[config.mk]
export PLATFORM = sky130hd
export DESIGN_NAME = poll_ssr_sched
export DESIGN_NICKNAME = d
export VERILOG_FILES = /design/src/rtl/sched_pkg.sv /design/src/rtl/tick_prescaler.sv /design/src/rtl/interval_timer.sv /design/src/rtl/lane_stagger.sv /design/src/rtl/strobe_arbiter.sv /design/src/rtl/poll_ssr_sched.sv
export SDC_FILE = /design/constraint.sdc
export NUM_CORES = 1
export LEC_CHECK = 0
export CAP_MARGIN = 40
export CORE_MARGIN = 4
export CORE_UTILIZATION = 59
export CTS_BUF_LIST = sky130_fd_sc_hd__clkbuf_16
export CTS_CLUSTER_DIAMETER = 80
export DETAILED_ROUTE_END_ITERATION = 16
export PLACE_DENSITY = 0.79
export SLEW_MARGIN = 20
export SYNTH_ARGS = -nofsm -noshare
export SYNTH_HDL_FRONTEND = slang
export SYNTH_SLANG_ARGS = --single-unit
[constraint.sdc]
create_clock -name clk -period 4.3 [get_ports clk]
set_input_delay 0.86 -clock clk [delete_from_list [all_inputs] [get_ports clk]]
set_output_delay 0.86 -clock clk [all_outputs]
set_load 0.01 [all_outputs]
[src/rtl/sched_pkg.sv]
package sched_pkg;

    localparam int UP_W  = 2;
    localparam int DN_W  = 8;
    localparam int CNT_W = UP_W + DN_W + 1;
    localparam int NLANE = 2;
    localparam int NKIND = 2;
    localparam int KIND_POLL = 0;
    localparam int KIND_SSR  = 1;

    typedef struct packed {
        logic [UP_W-1:0] up;
        logic [DN_W-1:0] dn;
    } ival_cfg_t;

    typedef logic [CNT_W-1:0] ival_cnt_t;

    // Interval length in prescaled ticks; zero means switched off.
    function automatic ival_cnt_t ival_count(ival_cfg_t c);
        if (c.up == '0 && c.dn == '0)
            return '0;
        return (ival_cnt_t'(c.up) << DN_W) + ival_cnt_t'(c.dn) + ival_cnt_t'(1);
    endfunction

endpackage

[src/rtl/tick_prescaler.sv]
module tick_prescaler #(
    parameter int DIV = 64
) (
    input  logic clk,
    input  logic rst,
    output logic tick
);
    localparam int PW = (DIV > 1) ? $clog2(DIV) : 1;
    localparam logic [PW-1:0] LAST = PW'(DIV - 1);

    logic [PW-1:0] cnt;

    always_ff @(posedge clk) begin
        if (rst)
            cnt <= '0;
        else if (cnt == LAST)
            cnt <= '0;
        else
            cnt <= cnt + PW'(1);
    end

    assign tick = (cnt == LAST);
endmodule

[src/rtl/interval_timer.sv]
module interval_timer
    import sched_pkg::*;
(
    input  logic      clk,
    input  logic      rst,
    input  logic      tick,
    input  ival_cfg_t cfg,
    output logic      due
);
    ival_cnt_t period;
    ival_cnt_t cnt;
    logic      at_end;

    assign at_end = (period == '0) || (cnt == period - ival_cnt_t'(1));

    always_ff @(posedge clk) begin
        if (rst) begin
            period <= ival_count(cfg);
            cnt    <= '0;
        end else if (tick) begin
            if (at_end) begin
                period <= ival_count(cfg);
                cnt    <= '0;
            end else begin
                cnt <= cnt + ival_cnt_t'(1);
            end
        end
    end

    assign due = tick && (period != '0) && (cnt == period - ival_cnt_t'(1));
endmodule

[src/rtl/lane_stagger.sv]
module lane_stagger
    import sched_pkg::*;
#(
    parameter int PRESCALE = 64
) (
    input  logic      clk,
    input  logic      rst,
    input  logic      enable,
    input  logic      lead_due,
    input  ival_cnt_t next_count,
    output logic      lag_due
);
    localparam int QSTEP = PRESCALE / 4;
    localparam int QW    = CNT_W + $clog2(QSTEP + 1) + 1;

    logic [QW-1:0] remain;
    logic          armed;

    always_ff @(posedge clk) begin
        if (rst || !enable) begin
            armed  <= 1'b0;
            remain <= '0;
        end else if (lead_due) begin
            armed  <= (next_count != '0);
            remain <= QW'(next_count) * QW'(QSTEP);
        end else if (armed) begin
            remain <= remain - QW'(1);
            if (remain == QW'(1))
                armed <= 1'b0;
        end
    end

    assign lag_due = armed && (remain == QW'(1));
endmodule

[src/rtl/strobe_arbiter.sv]
module strobe_arbiter (
    input  logic clk,
    input  logic rst,
    input  logic poll_due,
    input  logic poll_ok,
    input  logic ssr_due,
    input  logic ssr_ok,
    output logic poll_req,
    output logic ssr_req
);
    logic pg, sg, pend;

    assign pg = poll_due && poll_ok;
    assign sg = ssr_due && ssr_ok;

    always_ff @(posedge clk) begin
        if (rst)
            pend <= 1'b0;
        else
            pend <= sg && pg;
    end

    assign poll_req = pg;
    assign ssr_req  = ((sg && !pg) || pend) && ssr_ok;
endmodule

[src/rtl/poll_ssr_sched.sv]
module poll_ssr_sched
    import sched_pkg::*;
#(
    parameter int PRESCALE = 64
) (
    input  logic            clk,
    input  logic            rst,
    input  logic [1:0]      lane_en,
    input  logic [1:0]      poll_en,
    input  logic [1:0]      ssr_en,
    input  logic            stagger_en,
    input  logic [UP_W-1:0] poll_up,
    input  logic [DN_W-1:0] poll_dn,
    input  logic [UP_W-1:0] ssr_up,
    input  logic [DN_W-1:0] ssr_dn,
    output logic [1:0]      poll_req,
    output logic [1:0]      ssr_req
);
    logic             pre_tick;
    ival_cfg_t        cfg [NKIND];
    logic [NKIND-1:0] due;
    logic             lag_due;
    logic [NLANE-1:0] lane_poll;

    assign cfg[KIND_POLL] = '{up: poll_up, dn: poll_dn};
    assign cfg[KIND_SSR]  = '{up: ssr_up,  dn: ssr_dn};

    tick_prescaler #(.DIV(PRESCALE)) u_pre (
        .clk  (clk),
        .rst  (rst),
        .tick (pre_tick)
    );

    for (genvar k = 0; k < NKIND; k++) begin : g_tmr
        interval_timer u_tmr (
            .clk  (clk),
            .rst  (rst),
            .tick (pre_tick),
            .cfg  (cfg[k]),
            .due  (due[k])
        );
    end

    lane_stagger #(.PRESCALE(PRESCALE)) u_stg (
        .clk        (clk),
        .rst        (rst),
        .enable     (stagger_en),
        .lead_due   (due[KIND_POLL]),
        .next_count (ival_count(cfg[KIND_POLL])),
        .lag_due    (lag_due)
    );

    assign lane_poll[0] = due[KIND_POLL];
    assign lane_poll[1] = stagger_en ? lag_due : due[KIND_POLL];

    for (genvar l = 0; l < NLANE; l++) begin : g_lane
        strobe_arbiter u_arb (
            .clk      (clk),
            .rst      (rst),
            .poll_due (lane_poll[l]),
            .poll_ok  (lane_en[l] && poll_en[l]),
            .ssr_due  (due[KIND_SSR]),
            .ssr_ok   (lane_en[l] && ssr_en[l]),
            .poll_req (poll_req[l]),
            .ssr_req  (ssr_req[l])
        );
    end
endmodule

==> flow_metrics.py <==
metrics = {
    "outcome": {
        "status": "completed",
    },
    "logic_synthesis": {
        "syn-num-nets": 528,
        "synth_warnings": 0,
        "synthCells": 486,
        "ys_ff_latch": 70,
        "synth_top_area_share": 0.220,
        "synthFlopType": "dfxtp_1",
        "ys_types": 66,
        "synth_area_mm2": 0.00437,
        "yosysTopAreaCell": "dfxtp_1",
        "yosysSeqAreaShare": 0.371,
        "synth.avg_cell_area_um2": 8.98,
        "synth-edff-count": 22,
        "synth_area_leaders": "dfxtp_1 22%, edfxtp_1 15%, xor2_1 8.0%",
        "async_reset_ff_frac": 0,
    },
    "layout": {
        "drive_gt1_frac": 0.0865,
        "nNetsFinal": 557,
        "antenna_cells": 0,
        "syn_to_final_growth_pct": 16.5,
    },
    "worst_hold_path": {
        "holdCritStartpoint": "u_pre.cnt[0]",
        "hold_class": "flip-flop to flip-flop",
    },
    "grt": {
        "grtUsageTotal": 0.225,
        "grt_pass1_wl_um": 15800,
        "grt_pass1_vias": 3434,
        "grt_max_degree": 27,
        "grt_antenna_before_repair": 0,
        "grt-ovfl-total": 0,
    },
    "cts": {
        "cts_tree": "done",
        "clk_pin_slew_worst_paths_ps": 50,
        "clk_latency_ps": 330,
        "clockBufferDepth": 2,
        "cts_buffers": 9,
        "cts_root_buf": "clkbuf_16",
        "hold_buffers": 0,
        "cts_sinks": 70,
        "htreeDepth": 3,
    },
    "floorplanning": {
        "core-area_mm2": 0.00721,
        "row_count": 31,
        "io_pins": 33,
        "die_x_um": 94.0,
        "dieHeight_um": 94.0,
        "start_util": 0.605,
        "die_area_mm2": 0.00884,
    },
    "placement": {
        "dp_hpwl_um": 6930,
        "portBuffers": 32,
        "gp_congestion": 0.909,
    },
    "worst_setup_path": {
        "worstSetupPathType": "flip-flop to output pin",
        "required_ps": 3440,
        "crit_start": "g_tmr[1].u_tmr.period[0]",
        "crit_fanout": 5,
        "cp-end-kind": "output pin",
        "reg2reg_from": "g_tmr[0].u_tmr.period[0]",
        "crit_arrival_ps": 3250,
        "cp-start-kind": "flip-flop",
    },
    "pwr": {
        "p_leak_nw": 1.93,
        "peakVddDrop_uv": 196,
        "power.density_mw_per_mm2": 310,
    },
    "timing": {
        "max_slew_margin": 0.603,
        "period_needed_ps": 4110,
        "clock_skew_ps": 6.05,
        "finalHoldViolCount": 0,
        "rsz0062_at_grt": "false",
        "setup_violations": 0,
        "hold_slack_ps": 454,
        "max_clock_freq_mhz": 243,
        "setup_tns_ps": 0,
        "worst_pin_slew_ps": 591,
        "period_share": 0.957,
        "final_max_slew_viol_count": 0,
    },
    "drt": {
        "dr.pass1.iters": 5,
        "wirelength_um": 9290,
        "drcViolationCount": 0,
        "vias": 3593,
        "post_drt_wl_per_cell_um": 15.0,
        "drtIter0Drc": 175,
        "via_per_inst": 5.80,
        "antenna_left": 0,
    },
    "job": {
        "drv_cap": 0,
    },
}
[layer usage]
metal | vias up | global-route usage | wire [um] | part of all wire
li1 | 1787 | - | - | -
met3 | 18 | 0.0393 | 399 | 0.043
met4 | 0 | 0.0903 | 207 | 0.022
met1 | 1708 | 0.290 | 4250 | 0.46
met5 | - | 0 | 0 | 0
met2 | 80 | 0.371 | 4440 | 0.48
[sequential cells by signal (all words and copies together) (netlist names)]
signal              flops
g_lane.u_arb.pend       2
g_tmr.u_tmr.cnt        22
g_tmr.u_tmr.period     22
u_pre.cnt               6
u_stg.armed             1
u_stg.remain           17
[cell type report]
type,instances,area [um2]
Multi-Input combinational cell,372,2590
Fill cell,569,2130
Sequential cell,70,1620
Timing Repair Buffer,39,374
Clock buffer,9,225
Tap cell,99,124
Inverter,23,86.3
Clock inverter,7,57.6
[what timing repair did]
item / 4_1_cts / 5_1_grt
gates resized for setup: 7 / 3
endpoints found under the setup margin: 3 / 1
pin swaps: 2 / 0
endpoints found under the hold margin: 0 / 0
setup buffers: 1 / 0
[final timing paths]
kind | to | slack [ps] | cells past startpoint
min | u_pre.cnt[0] | 450 | 1
max | ssr_req[1] | 190 | 9
min reg2reg | u_pre.cnt[0] | 450 | 1
max reg2reg | g_tmr[0].u_tmr.period[5] | 1160 | 9
[cells in the final DEF, fill, tap and decap left out, types with 16 or more instances in the layout]
master	synthesis	layout
nand3_1	24	24
clkdlybuf4s50_1	0	30
nor2_1	60	60
and3_1	16	16
dfxtp_1	48	48
xnor2_1	38	38
nor3_1	27	26
edfxtp_1	22	22
nand2_1	23	23
xor2_1	40	40
inv_1	23	26
[report_power, final]
group	internal, mW	switching, mW
Sequential	0.703	0.0228
Clock	0.440	0.263
Combinational	0.0711	0.0777
Total	1.21	0.363
[cell families (layout without fill, tap and decap cells)]
family          after synthesis  count (layout)  share of synthesized area
mux                          12              12                     0.0278
buf+inv                      44              78                     0.0439
flops                        70              70                      0.371
xor+xnor                     78              78                      0.156
simple gates                223             223                      0.279
compound gates               46              46                     0.0837
fa+ha+maj                    13              13                     0.0373
[worst max-delay path, stage by stage (launching register included)]
cell,delay (ps)
edfxtp_1,390
buf_4,170
or4_4,550
or4b_4,540
a211oi_2,190
a211o_2,150
o311ai_4,120
a2111oi_2,310
o21ba_1,220
dlygate4sd2_1,280
[metrics by stage]
step | instance area [um2] | instances | util | setup WS (ps) | power [mW]
after floorplan | 4370 | 486 | - | 743 | 0.821
after detailed placement | 4750 | 602 | 0.659 | 167 | 0.882
final | 5080 | 619 | 0.705 | 186 | 1.58
after global placement | 4740 | 601 | 0.657 | 241 | 0.875
after CTS | 5070 | 619 | 0.703 | 82.0 | 1.59
after global routing | 5080 | 619 | 0.705 | 25.1 | 1.63
[Yosys cell counts, drive strengths merged, types with 2 or more instances]
cell type,number
a211oi,5
a2111oi,3
or3,2
nand3b,6
nor4b,5
nand2,23
mux2i,11
nor2b,5
o21ai,9
nor3b,3
a21oi,6
nand2b,4
xnor2,38
or4,5
or3b,2
and2,3
or4b,2
nand3,24
dfxtp,48
nor3,27
and3,16
ha,13
edfxtp,22
a211o,3
a31o,2
clkbuf,13
nand4,12
buf,8
inv,23
nor2,60
nor4,15
xor2,40
or2,4
a31oi,5
(Power assumes the default switching activity.)
